**src/rtl/rlc_pkg.sv**
```systemverilog
package rlc_pkg;
  typedef struct packed {
    logic beat;
    logic fresh;
    logic last;
  } rlc_tag_t;

  function automatic int unsigned rlc_pos_w(int unsigned n);
    return $clog2(n + 1);
  endfunction

  function automatic int unsigned rlc_val_w(int unsigned n);
    return (n > 2) ? $clog2(n) : 1;
  endfunction
endpackage

```
**src/rtl/rlc_run_detect.sv**
```systemverilog
module rlc_run_detect #(
  parameter int VAL_W = 4,
  parameter int POS_W = 5
) (
  input  logic                clk_i,
  input  logic                rst_ni,
  input  logic                in_valid_i,
  input  logic                in_sof_i,
  input  logic                in_eof_i,
  input  logic [VAL_W-1:0]    in_state_i,
  output rlc_pkg::rlc_tag_t   tag_o,
  output logic [VAL_W-1:0]    val_o,
  output logic [POS_W-1:0]    pos_o
);
  logic [VAL_W-1:0] prev_q;
  logic [POS_W-1:0] row_q;
  logic [POS_W-1:0] cur_pos;
  logic             fresh;

  // row 0 always opens a run, whatever the previous column ended with
  assign cur_pos = in_sof_i ? '0 : row_q;
  assign fresh   = in_sof_i || (in_state_i != prev_q);

  always_ff @(posedge clk_i or negedge rst_ni) begin
    if (!rst_ni) begin
      prev_q <= '0;
      row_q  <= '0;
      tag_o  <= '0;
      val_o  <= '0;
      pos_o  <= '0;
    end else begin
      tag_o.beat  <= in_valid_i;
      tag_o.fresh <= in_valid_i && fresh;
      tag_o.last  <= in_valid_i && in_eof_i;
      if (in_valid_i) begin
        prev_q <= in_state_i;
        row_q  <= cur_pos + POS_W'(1);
        val_o  <= in_state_i;
        pos_o  <= cur_pos;
      end
    end
  end
endmodule

```
**src/rtl/rlc_group_pack.sv**
```systemverilog
module rlc_group_pack #(
  parameter int VAL_W   = 4,
  parameter int POS_W   = 5,
  parameter int GROUP_L = 4,
  parameter int GADDR_W = 8
) (
  input  logic                           clk_i,
  input  logic                           rst_ni,
  input  rlc_pkg::rlc_tag_t              tag_i,
  input  logic [VAL_W-1:0]               val_i,
  input  logic [POS_W-1:0]               pos_i,
  output logic                           grp_we_o,
  output logic [GADDR_W-1:0]             grp_addr_o,
  output logic [GROUP_L*(VAL_W+POS_W)-1:0] grp_data_o,
  output logic [POS_W-1:0]               first_pos_o,
  output logic                           col_end_o
);
  localparam int PAIR_W = VAL_W + POS_W;
  localparam int CNT_W  = (GROUP_L > 1) ? $clog2(GROUP_L) : 1;
  localparam logic [PAIR_W-1:0] PAD_PAIR = {{VAL_W{1'b0}}, {POS_W{1'b1}}};

  logic [PAIR_W-1:0] slot_q [GROUP_L];
  logic [PAIR_W-1:0] slot_n [GROUP_L];
  logic [CNT_W-1:0]  cnt_q;
  logic [CNT_W:0]    fill;
  logic [POS_W-1:0]  head_q, head_n;
  logic [GADDR_W-1:0] gaddr_q;
  logic [GROUP_L*PAIR_W-1:0] word;
  logic full, flush, emit;

  assign fill   = {1'b0, cnt_q} + (CNT_W+1)'(tag_i.fresh);
  assign full   = tag_i.fresh && (cnt_q == CNT_W'(GROUP_L-1));
  // an empty buffer at column end means the last group already went out full
  assign flush  = tag_i.last && ((cnt_q != '0) || tag_i.fresh);
  assign emit   = full || flush;
  assign head_n = (tag_i.fresh && cnt_q == '0) ? pos_i : head_q;

  always_comb begin
    for (int j = 0; j < GROUP_L; j++) begin
      slot_n[j] = (tag_i.fresh && cnt_q == CNT_W'(j)) ? {val_i, pos_i} : slot_q[j];
      word[j*PAIR_W +: PAIR_W] = ((CNT_W+1)'(j) < fill) ? slot_n[j] : PAD_PAIR;
    end
  end

  always_ff @(posedge clk_i or negedge rst_ni) begin
    if (!rst_ni) begin
      for (int j = 0; j < GROUP_L; j++) slot_q[j] <= '0;
      cnt_q       <= '0;
      head_q      <= '0;
      gaddr_q     <= '0;
      grp_we_o    <= 1'b0;
      grp_addr_o  <= '0;
      grp_data_o  <= '0;
      first_pos_o <= '0;
      col_end_o   <= 1'b0;
    end else begin
      for (int j = 0; j < GROUP_L; j++) slot_q[j] <= slot_n[j];
      head_q    <= head_n;
      grp_we_o  <= emit;
      col_end_o <= tag_i.last;
      if (emit) begin
        cnt_q       <= '0;
        grp_addr_o  <= gaddr_q;
        grp_data_o  <= word;
        first_pos_o <= head_n;
        gaddr_q     <= gaddr_q + GADDR_W'(1);
      end else if (tag_i.fresh) begin
        cnt_q <= cnt_q + CNT_W'(1);
      end
    end
  end
endmodule

```
**src/rtl/rlc_index_build.sv**
```systemverilog
module rlc_index_build #(
  parameter int POS_W      = 5,
  parameter int GADDR_W    = 8,
  parameter int MAX_GROUPS = 4,
  parameter int COL_W      = 4
) (
  input  logic                                  clk_i,
  input  logic                                  rst_ni,
  input  logic                                  g_we_i,
  input  logic [GADDR_W-1:0]                    g_addr_i,
  input  logic [POS_W-1:0]                      g_pos_i,
  input  logic                                  col_end_i,
  output logic                                  idx_we_o,
  output logic [COL_W-1:0]                      idx_addr_o,
  output logic [MAX_GROUPS*(GADDR_W+POS_W)-1:0] idx_data_o,
  output logic                                  ovf_o
);
  localparam int ENT_W = GADDR_W + POS_W;
  localparam int NUM_W = $clog2(MAX_GROUPS + 1);
  localparam logic [ENT_W-1:0] EMPTY_ENT = {{GADDR_W{1'b0}}, {POS_W{1'b1}}};

  logic [ENT_W-1:0] ent_q [MAX_GROUPS];
  logic [ENT_W-1:0] ent_n [MAX_GROUPS];
  logic [NUM_W-1:0] num_q, num_n;
  logic             ovf_q, ovf_n;
  logic [COL_W-1:0] col_q;
  logic [MAX_GROUPS*ENT_W-1:0] rec;

  always_comb begin
    num_n = num_q;
    ovf_n = ovf_q;
    if (g_we_i) begin
      if (num_q < NUM_W'(MAX_GROUPS)) num_n = num_q + NUM_W'(1);
      else                            ovf_n = 1'b1;
    end
    for (int j = 0; j < MAX_GROUPS; j++) begin
      ent_n[j] = (g_we_i && num_q == NUM_W'(j)) ? {g_addr_i, g_pos_i} : ent_q[j];
      rec[j*ENT_W +: ENT_W] = ent_n[j];
    end
  end

  always_ff @(posedge clk_i or negedge rst_ni) begin
    if (!rst_ni) begin
      for (int j = 0; j < MAX_GROUPS; j++) ent_q[j] <= EMPTY_ENT;
      num_q      <= '0;
      ovf_q      <= 1'b0;
      col_q      <= '0;
      idx_we_o   <= 1'b0;
      idx_addr_o <= '0;
      idx_data_o <= '0;
      ovf_o      <= 1'b0;
    end else begin
      idx_we_o <= col_end_i;
      ovf_o    <= col_end_i && ovf_n;
      if (col_end_i) begin
        idx_data_o <= rec;
        idx_addr_o <= col_q;
        col_q      <= col_q + COL_W'(1);
        for (int j = 0; j < MAX_GROUPS; j++) ent_q[j] <= EMPTY_ENT;
        num_q <= '0;
        ovf_q <= 1'b0;
      end else begin
        for (int j = 0; j < MAX_GROUPS; j++) ent_q[j] <= ent_n[j];
        num_q <= num_n;
        ovf_q <= ovf_n;
      end
    end
  end
endmodule

```
**src/rtl/rlc_column_packer.sv**
```systemverilog
module rlc_column_packer #(
  parameter int NUM_STATES = 256,
  parameter int GROUP_L    = 4,
  parameter int MAX_GROUPS = 8,
  parameter int GADDR_W    = 12,
  parameter int COL_W      = 8,
  localparam int VAL_W     = rlc_pkg::rlc_val_w(NUM_STATES),
  localparam int POS_W     = rlc_pkg::rlc_pos_w(NUM_STATES),
  localparam int PAIR_W    = VAL_W + POS_W,
  localparam int ENT_W     = GADDR_W + POS_W
) (
  input  logic                          clk_i,
  input  logic                          rst_ni,
  input  logic                          in_valid_i,
  input  logic                          in_sof_i,
  input  logic                          in_eof_i,
  input  logic [VAL_W-1:0]              in_state_i,
  output logic                          grp_we_o,
  output logic [GADDR_W-1:0]            grp_addr_o,
  output logic [GROUP_L*PAIR_W-1:0]     grp_data_o,
  output logic                          idx_we_o,
  output logic [COL_W-1:0]              idx_addr_o,
  output logic [MAX_GROUPS*ENT_W-1:0]   idx_data_o,
  output logic                          ovf_o
);
  rlc_pkg::rlc_tag_t  tag;
  logic [VAL_W-1:0]   run_val;
  logic [POS_W-1:0]   run_pos;
  logic [POS_W-1:0]   grp_first_pos;
  logic               col_end;

  rlc_run_detect #(.VAL_W(VAL_W), .POS_W(POS_W)) u_run (
    .clk_i      (clk_i),
    .rst_ni     (rst_ni),
    .in_valid_i (in_valid_i),
    .in_sof_i   (in_sof_i),
    .in_eof_i   (in_eof_i),
    .in_state_i (in_state_i),
    .tag_o      (tag),
    .val_o      (run_val),
    .pos_o      (run_pos)
  );

  rlc_group_pack #(
    .VAL_W(VAL_W), .POS_W(POS_W), .GROUP_L(GROUP_L), .GADDR_W(GADDR_W)
  ) u_pack (
    .clk_i       (clk_i),
    .rst_ni      (rst_ni),
    .tag_i       (tag),
    .val_i       (run_val),
    .pos_i       (run_pos),
    .grp_we_o    (grp_we_o),
    .grp_addr_o  (grp_addr_o),
    .grp_data_o  (grp_data_o),
    .first_pos_o (grp_first_pos),
    .col_end_o   (col_end)
  );

  rlc_index_build #(
    .POS_W(POS_W), .GADDR_W(GADDR_W), .MAX_GROUPS(MAX_GROUPS), .COL_W(COL_W)
  ) u_index (
    .clk_i      (clk_i),
    .rst_ni     (rst_ni),
    .g_we_i     (grp_we_o),
    .g_addr_i   (grp_addr_o),
    .g_pos_i    (grp_first_pos),
    .col_end_i  (col_end),
    .idx_we_o   (idx_we_o),
    .idx_addr_o (idx_addr_o),
    .idx_data_o (idx_data_o),
    .ovf_o      (ovf_o)
  );
endmodule

```
**config.mk**
```make
export PLATFORM = sky130hd
export DESIGN_NAME = rlc_column_packer
export DESIGN_NICKNAME = d
export VERILOG_FILES = /design/src/rtl/rlc_pkg.sv /design/src/rtl/rlc_run_detect.sv /design/src/rtl/rlc_group_pack.sv /design/src/rtl/rlc_index_build.sv /design/src/rtl/rlc_column_packer.sv
export SDC_FILE = /design/constraint.sdc
export NUM_CORES = 1
export LEC_CHECK = 0
export ABC_AREA = 1
export BUFFER_PORTS_ARGS = -buffer_cell sky130_fd_sc_hd__buf_2
export CAP_MARGIN = 10
export CELL_PAD_IN_SITES_DETAIL_PLACEMENT = 0
export CELL_PAD_IN_SITES_GLOBAL_PLACEMENT = 1
export CORE_ASPECT_RATIO = 1.5
export CORE_MARGIN = 2
export CORE_UTILIZATION = 48
export CTS_BUF_LIST = sky130_fd_sc_hd__clkbuf_4 sky130_fd_sc_hd__clkbuf_8 sky130_fd_sc_hd__clkbuf_16
export DETAILED_ROUTE_END_ITERATION = 16
export PLACE_DENSITY_LB_ADDON = 0.1
export SYNTH_ARGS = -nofsm -noshare
export SYNTH_HDL_FRONTEND = slang
export SYNTH_SLANG_ARGS = --single-unit
```
**constraint.sdc**
```tcl
create_clock -name clk_i -period 3.03 [get_ports clk_i]
set_clock_uncertainty 0.05 [all_clocks]
set_input_delay 0.4545 -clock clk_i [delete_from_list [all_inputs] [get_ports clk_i]]
set_output_delay 0.4545 -clock clk_i [all_outputs]
set_load 0.02 [all_outputs]
```
# Word-level counts from Yosys, hierarchy flattened
# Index checks and enable logic that the tools add are counted.
# Widths: inputs -> output; s select.
[word_totals]
ff_bits = 569
latch_bits = 0
ram_bits = 0
mem_bits_ro = 0
out_inout_bits = 259
elab_cells = 107
memories = 0
[op_classes]
n_addsub = 6
n_mul = 0
n_div = 0
n_lt_le_gt_ge = 5
n_eq_ne = 11
n_shift = 0
n_mux = 27
n_bitwise = 0
reduce_logical = 26
[ops]
columns = ["cell", "n"]
rows = [
  ["$mux 168", 1],
  ["$mux 21", 8],
  ["$mux 17", 8],
  ["$mux 9", 2],
  ["$eq 4x3->1 const B", 4],
  ["$logic_and 1x1->1", 16],
  ["$add 12x1->12 const B", 1],
  ["$mux 4", 3],
  ["$add 9x1->9 const B", 1],
  ["$add 8x1->8 const B", 1],
  ["$eq 4x2->1 const B", 2],
  ["$ne 8x8->1", 1],
  ["$reduce_bool 2->1", 4],
  ["$lt 1x3->1 const A", 2],
  ["$lt 2x3->1 const A", 2],
  ["$add 4x1->4 const B", 1],
  ["$eq 2x2->1 const B", 2],
  ["$eq 4x1->1 const B", 1],
  ["$logic_not 4->1", 1],
  ["$lt 4x4->1 const B", 1],
  ["$mux 2", 2],
  ["$add 2x1->3", 1],
  ["$logic_or 1x1->1", 3],
  ["$mux 1", 3],
  ["4 further kinds", 4],
]

# Logic depth before layout (Yosys ltp)
# Gate-level depths: netlist of run 1.
[logic_depth]
word_depth = 5
ltp_mapped = 10
mapped_depth_nobuf = 10

# By module
# A second synthesis of run 1 with hierarchy kept.
[hier_totals]
cells_unflattened = 2900
area_unflattened_um2 = 24175.7
[modules_own_cells]
columns = ["module", "instances", "cells_each", "area_per_inst_um2", "seq_area_each_um2"]
rows = [
  ["rlc_index_build", 1, 1931, 15607.5, 9073.7],
  ["rlc_group_pack", 1, 792, 7196.9, 4554.4],
  ["rlc_run_detect", 1, 177, 1371.3, 725.7],
]

# Worst setup path after synthesis of run 1
# No wires, ideal clock.
[synth_timing]
path_type = "flip-flop to flip-flop"
startpoint = "reg u_pack.cnt_q[0]"
endpoint = "reg u_pack.grp_data_o[41]"
setup_ns = 0.135
arrival_ns = 1.534
required_time_ns = 2.845
path_slack_ns = 1.311
stages_incl_launch_ff = 7
path_buffers = 1
period_less_slack_ns = 1.719
cell_sequence = "dfrtp_1 ha_1 inv_1 ha_1 a21oi_2 clkbuf_1 a31oi_1"
[synth_between]
elab_chain_cells = 4
word_cells_on_any_way = 12
[synth_rtl]
columns = ["item", "line_no", "rtl"]
rows = [
  ["start, declared", "rlc_group_pack.sv:24", "logic [CNT_W-1:0] cnt_q;"],
  ["start signal, assigned", "rlc_group_pack.sv:68", "cnt_q <= cnt_q + CNT_W'(1);"],
  ["parallel branches: the longest is 4 deep, another holds $add 2x1->3", "--", ""],
  ["end signal, assigned", "rlc_group_pack.sv:64", "grp_data_o <= word;"],
  ["end, declared", "rlc_group_pack.sv:14", "output logic [GROUP_L*(VAL_W+POS_W)-1:0] grp_data_o,"],
]
# Several ways; the timed one is not identified.
# A chain may end at the register's enable or synchronous reset.

# Final worst setup path of run 1
[layout_timing]
startpoint = "reg u_pack.cnt_q[0]"
endpoint = "reg u_pack.grp_data_o[31]"
[layout_between]
elab_chain_cells = 4
word_cells_on_any_way = 12
[layout_rtl]
columns = ["item"]
rows = [
  ["parallel branches: the longest is 4 deep, another holds $add 2x1->3"],
]
# Several ways; the timed one is not identified.

==> impl.org, run 1 <==
** Status
- The flow ran to the end, and the final reports show no timing, DRC or antenna violations.

** Clocking
- For the worst-skew pair, the clock arrives at the later sink with an insertion delay of 0.59 ns.
- Counting along the longest clock path gives a buffer depth of 3.
- H-tree lvl count :: 2
- The tree is rooted in a clkbuf_16.
- Total clock buffers created by CTS :: 53
- Clk sink count :: 569
- Setup bufs post-CTS :: 0
- TritonCTS clock tree :: yes
- After clock tree synthesis, the clock-pin slew on the worst setup and hold paths is 0.06 ns.

** Setup path
- Required time worst endpoint :: 3.46 ns
- Along the worst path, the maximum fanout reaches 35.
- Worst endpoint data arrival time :: 2.85 ns
- The worst register-to-register path begins at u_pack.cnt_q[0]$_DFFE_PN0P_.
- The number of cells on the worst reg-to-reg path is 7.
- The worst register-to-register path ends at u_pack.grp_data_o[31]$_DFFE_PN0P_.
- The cell that appears most often on the critical path is nand2_4.
- The largest individual stage delay along the critical path comes from the cell nand2_1.
- The worst setup path is captured at a flop.
- Critical path class :: reg -> reg
- In this run the register-to-register setup slack is 0.61 ns.
- Traced cell by cell, the critical path runs through ha_1 -> nand2_4 -> nand2_2 -> nand2_4 -> inv_2 -> nand2_1 -> o21ai_0.
- Crit path launch type :: flop
- Crit-path max cell delay :: 0.51 ns

** Power
- Maximum vdd ir drop :: 0.000607 V
- For this design the total switching power over the nets is 8.09 mW.
- Net switching share of the total power :: 34.6%
- The internal portion of the total power is 15.3 mW.
- Of the total power, the clock network draws 30.0%.
- Part of the power in combinational logic :: 23.6%
- Power spread over the standard cell area amounts to 883 nW/um^2.
- Registers are responsible for 46.4% of the overall power.
- Leakage power :: 14.0 nW

** Logic synthesis
- Sequential fraction of the synthesis area :: 63.0%
- Post-Synthesis Net Count :: 2450
- A synthesized cell averages 9.38 um^2.
- The Yosys step of the flow raised 0 warnings.
- Distinct cell type count after synthesis :: 39
- Count of flip-flops with a built-in enable after synthesis :: 0
- After synthesis, the share of flip-flops with an asynchronous set or reset is 100%.
- Top post-synthesis cells by area :: dfrtp_1, nand2_1, dfstp_2
- Of the post-synthesis cell area, the dominant cell type holds 54.7%.
- Count of state elements after synthesis :: 569
- Of all cell types, the one taking the most synthesized area is dfrtp_1.
- Among all flip-flop cells after synthesis, the most frequent one is dfrtp_1.
- By instance count, the leading cell after synthesis is nand2_1.
- The synthesized netlist occupies a cell area of 22700 um^2.
- Synthesis handed over a netlist of 2423 instances.
- Post-synth top cells :: nand2_1, dfrtp_1, inv_1, o21ai_0, nor2_1

** Placed design
- Detailed-placement wirelength estimate :: 38600 um
- Number of buffers inserted by port buffering :: 271
- Routability-driven placement finished with a final weighted congestion of 0.823.

** Timing
- RSZ-0062 raised after global routing :: false
- For the pin with the worst max-slew slack, the measured transition is 0.931 ns.
- Setup violations remaining at the end of the flow were counted as 0.
- Post-route setup TNS :: 0 ns
- For this run, the top clock speed supported by timing is 0.414 GHz.
- The routed design could run at a clock period as short as 2.42 ns.
- After layout, the worst path uses 79.8% of the clock period.
- Final Slew Violations :: 0
- The count of endpoints failing hold in the final timing report came to 0.
- Worst hold margin :: 0.0522 ns
- Worst slew margin relative to its limit :: 37.9%

** Die
- Measured along the x axis, the die boundary spans 182 um.
- Height of the chip :: 271 um
- The floorplan has 97 rows.
- Area of the die :: 49200 um^2
- For this configuration, the core starts out at a cell density of 48.7%.
- In this run the count of I/O pins placed on the die edge is 272.
- In this run the standard cell core region covers 46700 um^2.

** Route
- Detailed-route wire length per cell :: 17.6 um
- After detailed routing, the number of vias per cell comes to 4.97.
- In the routed design, unresolved DRC markers number 0.
- For this block, the routed nets add up to 58100 um of wire.
- Number of nets with antenna violations after routing :: 0
- DRT iter0 DRCs :: 878
- Number of detailed-routing iterations run before antenna repair :: 5
- Via count of the routed design :: 16393

** Run
- Max-cap violations in this run came to 0.

** Worst hold path
- The worst hold path passes through 3 cells.
- Hold EP :: u_run.val_o[7]$_DFFE_PN0P_
- Startpoint of the most critical hold path :: in_state_i[7]
- In this run the worst hold path is classified as in -> reg.

** GRT
- Global-route wire length before repair :: 91400 um
- Number of antenna violations at the first check in global routing :: 1
- Entering global routing, the biggest net connects 96 pins.
- Number of global-route vias before repair :: 15967
- Total track usage :: 23.9%
- Grt ovf :: 0

** Finish
- The repair_antennas step left the layout with diodes totalling 0.
- For this run, the post-layout net count is 2688.
- The post-route netlist has 19.4% of its cells at a drive strength greater than 1.
- Relative to the synthesized area, the layout overhead comes to 16.3%.
==> cells in the final DEF (no fill, tap or decap), types with 6 or more instances in the layout <==
| master | synthesis | routed |
|---|---|---|
| a21oi_1 | 19 | 19 |
| a31oi_1 | 19 | 19 |
| buf_12 | 0 | 13 |
| buf_2 | 40 | 270 |
| buf_4 | 7 | 25 |
| bufinv_16 | 0 | 6 |
| clkbuf_16 | 0 | 55 |
| clkbuf_4 | 0 | 10 |
| clkbuf_8 | 0 | 6 |
| clkinv_2 | 0 | 13 |
| clkinvlp_4 | 0 | 7 |
| dfrtp_1 | 497 | 496 |
| dfstp_2 | 72 | 72 |
| ha_1 | 14 | 14 |
| inv_1 | 283 | 283 |
| nand2_1 | 659 | 659 |
| nand2_4 | 9 | 9 |
| nand3_1 | 27 | 27 |
| nand4_1 | 8 | 8 |
| nor2_1 | 184 | 184 |
| o21ai_0 | 263 | 263 |
| o21ai_1 | 164 | 164 |
| o21ai_2 | 13 | 13 |
| o22a_1 | 18 | 18 |
| or2_2 | 7 | 7 |
| xor2_1 | 10 | 10 |
==> timing repair <==
action	4_1_cts	5_1_grt
hold buffers	1	0
gates resized for setup	0	0
hold endpoints to repair	46	0
==> metal layers <==
| layer | wire length, um | vias to the layer above | track usage (%) | share of wire, % |
|---|---|---|---|---|
| met2 | 28700 | 334 | 40.9 | 49 |
| met3 | 3090 | 100 | 4.39 | 5.3 |
| met4 | 1880 | 0 | 7.89 | 3.2 |
| met1 | 24400 | 7887 | 30.6 | 42 |
| met5 | 0 | - | 0 | 0 |
| li1 | - | 8072 | - | - |
==> state kept, by name (all words and copies together) (netlist names), 2 cells and up <==
name and cells:
u_index.col_q 8, u_index.ent_q 168, u_index.idx_addr_o 8, u_index.idx_data_o 168, u_index.num_q 4, u_pack.cnt_q 2, u_pack.first_pos_o 9, u_pack.gaddr_q 12
u_pack.grp_addr_o 12, u_pack.grp_data_o 68, u_pack.head_q 9, u_pack.slot_q 68, u_run.pos_o 9, u_run.row_q 9, u_run.tag_o 2, u_run.val_o 8
==> kinds of logic after synthesis <==
kind of cell	count (synthesis)	share of synthesized area, %
flops	569	63.0
buf+inv	415	7.97
xor+xnor	13	0.501
compound gates	506	11.9
simple gates	906	15.8
fa+ha+maj	14	0.770
==> worst max-delay path by stage <==
| stage | start | end | depth (start not counted) | slack, ns |
|---|---|---|---|---|
| 6_report | u_pack.cnt_q[0]$_DFFE_PN0P_ | u_pack.grp_data_o[31]$_DFFE_PN0P_ | 7 | 0.61 |
| 5_1_grt | u_pack.cnt_q[0]$_DFFE_PN0P_ | u_pack.grp_data_o[31]$_DFFE_PN0P_ | 7 | 0.37 |
| 4_1_cts | u_pack.cnt_q[0]$_DFFE_PN0P_ | u_pack.grp_data_o[18]$_DFFE_PN0P_ | 7 | 0.55 |
| 3_5_place_dp | u_pack.cnt_q[0]$_DFFE_PN0P_ | u_pack.grp_data_o[18]$_DFFE_PN0P_ | 7 | 0.57 |
| 3_3_place_gp | u_pack.cnt_q[0]$_DFFE_PN0P_ | u_pack.grp_data_o[20]$_DFFE_PN0P_ | 7 | 0.68 |
| 2_1_floorplan | u_pack.cnt_q[0]$_DFFE_PN0P_ | u_pack.grp_data_o[41]$_DFFE_PN0P_ | 6 | 1.31 |
==> power groups by stage <==
stage	logic (mW)	registers [mW]	clock network [mW]
3_5_place_dp	5.56	11.0	0
3_3_place_gp	5.44	11.0	0
2_1_floorplan	2.71	11.3	0
5_1_grt	6.19	11.0	7.46
4_1_cts	5.59	10.9	7.18
6_report	5.50	10.8	7.01
==> worst max-delay path, delay by kind of cell (launching register included) <==
kind | cells | cell delay, ns
AND/OR/NAND/NOR | 4 | 0.93
flip-flops | 1 | 0.43
adder cells (fa/ha/maj) | 1 | 0.23
buffers and inverters | 1 | 0.34
AO/OA/AOI/OAI | 1 | 0.34
==> final cells by class <==
cell class                      instances  area (um^2)
Multi-Input combinational cell       1439         6600
Clock buffer                           71         1530
Clock inverter                         29          324
Inverter                              288         1090
Fill cell                            4260        20300
Tap cell                              594          743
Timing Repair Buffer                  310         1820
Sequential cell                       569        14300
==> stage by stage <==
step	instance area, um^2	utilization, %	setup slack, ns	total power, mW	std cells
floorplan	22700	-	1.31	14.1	2423
global placement	24600	52.6	0.677	16.4	3199
detailed placement	24600	52.6	0.570	16.6	3199
CTS	26400	56.6	0.552	23.6	3300
global route	26400	56.6	0.370	24.7	3300
finish	26400	56.6	0.612	23.4	3300
No activity file was read; power rests on OpenSTA's default activity.
==> inputs of run 2 (changes only) <==
CORE_UTILIZATION = 45   (was 48)
clock period = 2.4 ns   (was 3.03 ns; I/O delays follow)
==> run 2 against run 1 <==
Net effect:
- total power increased by 30%
- worst hold slack better by 0.051 ns
- first-iteration DRC count rose by 11%
- combinational power rose by 31%
- sequential cell count unchanged
- largest power group unchanged
- final cell count up 2.7%
- count of clock-buffer cells in the layout grew 4
- clock power is 37% higher
- largest cell class unchanged
==> impl.org, run 2 (synthesis gave the netlist of run 1 again) <==
** Status
- Result of the run :: completed

** Finish
- Fillers :: 4755
- The number of antenna diodes in the final layout is 0.
- The library cells used most frequently in the layout, excluding fill and tap cells, are nand2_1, dfrtp_1, inv_1.
- Compared with the post-synthesis result, the final layout area differs by 18.3%.
- Fraction of layout instances using a drive strength above 1 :: 19.7%
- After the last flow step, the layout net total stands at 2707.
- The library cell used most frequently in the layout, excluding fill and tap cells, is nand2_1.
- Biggest regs :: u_index.ent_q x168, u_index.idx_data_o x168

** Timing
- Setup violations remaining at the end of the flow were counted as 0.
- RSZ-0062 raised after global routing :: false
- The total count of max-transition violations in the final report was 0.
- Post-layout minimum cycle time :: 2.15 ns
- Count of final hold-check violations :: 0
- Post-route setup TNS :: 0 ns
- Derived from the worst setup path, the maximum achievable clock frequency is 0.465 GHz.
- Fraction of the cycle the final worst path needs :: 89.6%
- Headroom to the max-slew limit came out at 43.8%.
- Measured slew at the worst slew-check pin :: 0.843 ns

** Route
- Number of nets with antenna violations after routing :: 0
- The first TritonRoute pass finished after 5 iterations.
- The routed layout has 16590 vias.
- Vias per cell :: 4.90
- Detailed-route wire length per cell :: 17.5 um
- For this run, design rule violations remaining after detail routing come to 0.
- DRT iter0 DRCs :: 973
- The final layout contains routed wiring with a total length of 59200 um.

** Die
- Number of I/O pins :: 272
- Area of the die :: 52400 um^2
- In this run the standard cell core region covers 49800 um^2.
- Die width :: 188 um
- The floorplan has 100 rows.
- For this configuration, the core starts out at a cell density of 45.7%.
- Height of the chip :: 279 um

** Setup path
- Crit path launch type :: flop
- For the worst setup path, the data required time is 1.99 ns.
- Buffers & Inverters on Critical Path :: 1
- For this run, the slowest stage of the critical path takes 0.87 ns.
- The setup path with the least slack is of type reg -> out.
- Along the worst path, the maximum fanout reaches 10.
- Worst-case reg-to-reg path depth :: 7
- Critical path depth in cells :: 1
- Critical path cell sequence :: buf_2
- Worst reg-to-reg setup slack :: 0.41 ns
- STA puts the critical path data arrival time at 1.74 ns.
- In this run the critical register-to-register path is launched from u_pack.cnt_q[1]$_DFFE_PN0P_.
- The worst register-to-register path ends at u_pack.gaddr_q[5]$_DFFE_PN0P_.
- CP max stage cell :: dfrtp_1
- Nature of the critical path endpoint :: output pin
- Family with the most delay on the worst path :: flip-flops

** GRT
- Number of global-route vias before repair :: 16290
- Global routing consumed, over all layers together, 22.9% of the routing resources.
- Maximum number of pins on one net before global-route repair :: 97
- Global-route wire length before repair :: 94000 um
- The number of antenna violations at the first check in global routing was 0.
- Global routing finished with a remaining overflow of 0.

** Power
- Summed over all cells, the static leakage comes to 14.2 nW.
- Maximum vdd ir drop :: 0.000795 V
- Total chip power :: 30.3 mW
- Areal power density over the cells :: 1130 nW/um^2

** Placed design
- Number of buffers inserted by port buffering :: 271
- Summed over all nets, the half-perimeter wirelength after detailed placement is 39300 um.
- The congestion estimate from routability-driven global placement came to 0.818.

** Clocking
- The cell sitting at the root of the clock tree is a clkbuf_16.
- TritonCTS clock tree :: yes
- For this design, the sink count on the clock tree is 569.
- At the later pin of the worst-skew pair, clock insertion delay measures 0.59 ns.
- The H-tree generated during clock tree synthesis spans 2 levels.
- Clock-pin slew on the worst setup and hold paths :: 0.06 ns
- Total clock buffers created by CTS :: 55
- In this run the deepest clock path goes through 3 buffers.

** Worst hold path
- Startpoint of the most critical hold path :: in_sof_i
- Path type of the worst min-delay path :: in -> reg
- Hold Path Stages :: 4
- The worst hold path terminates at u_run.row_q[4]$_DFFE_PN0P_.

** Run
- Max-cap viol count :: 0
[run 2: changes by cell type in the layout (fill, tap and decap cells not counted), sizes merged]
| cell | delta |
|---|---|
| clkinvlp | -7 |
| buf | +8 |
| dlygate4sd3 | +9 |
| bufinv | +5 |
| clkbuf | +4 |
[run 2: layer usage]
metal / global-route usage (%) / part of all wire (%)
met2: 40.3 / 50
met5: 0 / 0
met4: 5.33 / 1.9
met1: 29.8 / 43
met3: 3.63 / 4.7
[run 2: area by class of cell]
class                      instances  area, um^2  share of cell area, %
multi-input combinational       1439        6600                   24.5
timing repair buffer             327        2020                   7.52
tap                              663         830                   3.08
clock inverter                    27         429                   1.59
sequential                       569       14300                   53.3
inverter                         288        1090                   4.05
clock buffer                      75        1610                   5.97
[run 2: per-stage QoR]
stage | utilization [%] | instances | setup WS, ns | hold slack (ns) | area (um^2)
CTS | 54.0 | 3388 | 0.228 | 0.0731 | 26900
global placement | 49.7 | 3276 | 0.478 | 0.193 | 24800
floorplan | - | 2423 | 0.681 | 0.0144 | 22700
detailed placement | 49.7 | 3276 | 0.397 | 0.192 | 24800
finish | 54.0 | 3388 | 0.249 | 0.104 | 26900
global route | 54.0 | 3388 | 0.229 | 0.135 | 26900
[run 2: power breakdown]
part           switching, mW  total (mW)  leakage [nW]  internal (mW)
clock                   3.72        9.59          1.03           5.88
sequential              1.62        13.5          7.13           11.9
combinational           4.88        7.20          6.07           2.32
total                   10.2        30.3          14.2           20.1
[run 2: what timing repair did]
action | CTS | global route
gates resized for setup | 0 | 0
hold endpoints to repair | 231 | 0
setup endpoints to repair | 0 | 0
setup buffers | 0 | 0
hold buffers | 10 | 0
[run 2: how the worst max path moves through the flow]
stage / start / endpoint / slack, ns
final: u_pack.grp_addr_o[1]$_DFFE_PN0P_ / grp_addr_o[1] / 0.25
after global placement: u_pack.cnt_q[1]$_DFFE_PN0P_ / u_pack.gaddr_q[5]$_DFFE_PN0P_ / 0.48
after CTS: u_pack.grp_addr_o[1]$_DFFE_PN0P_ / grp_addr_o[1] / 0.23
after global routing: u_pack.grp_addr_o[1]$_DFFE_PN0P_ / grp_addr_o[1] / 0.23
after floorplan: u_pack.cnt_q[0]$_DFFE_PN0P_ / u_pack.grp_data_o[41]$_DFFE_PN0P_ / 0.68
after detailed placement: u_pack.cnt_q[1]$_DFFE_PN0P_ / u_pack.gaddr_q[5]$_DFFE_PN0P_ / 0.40
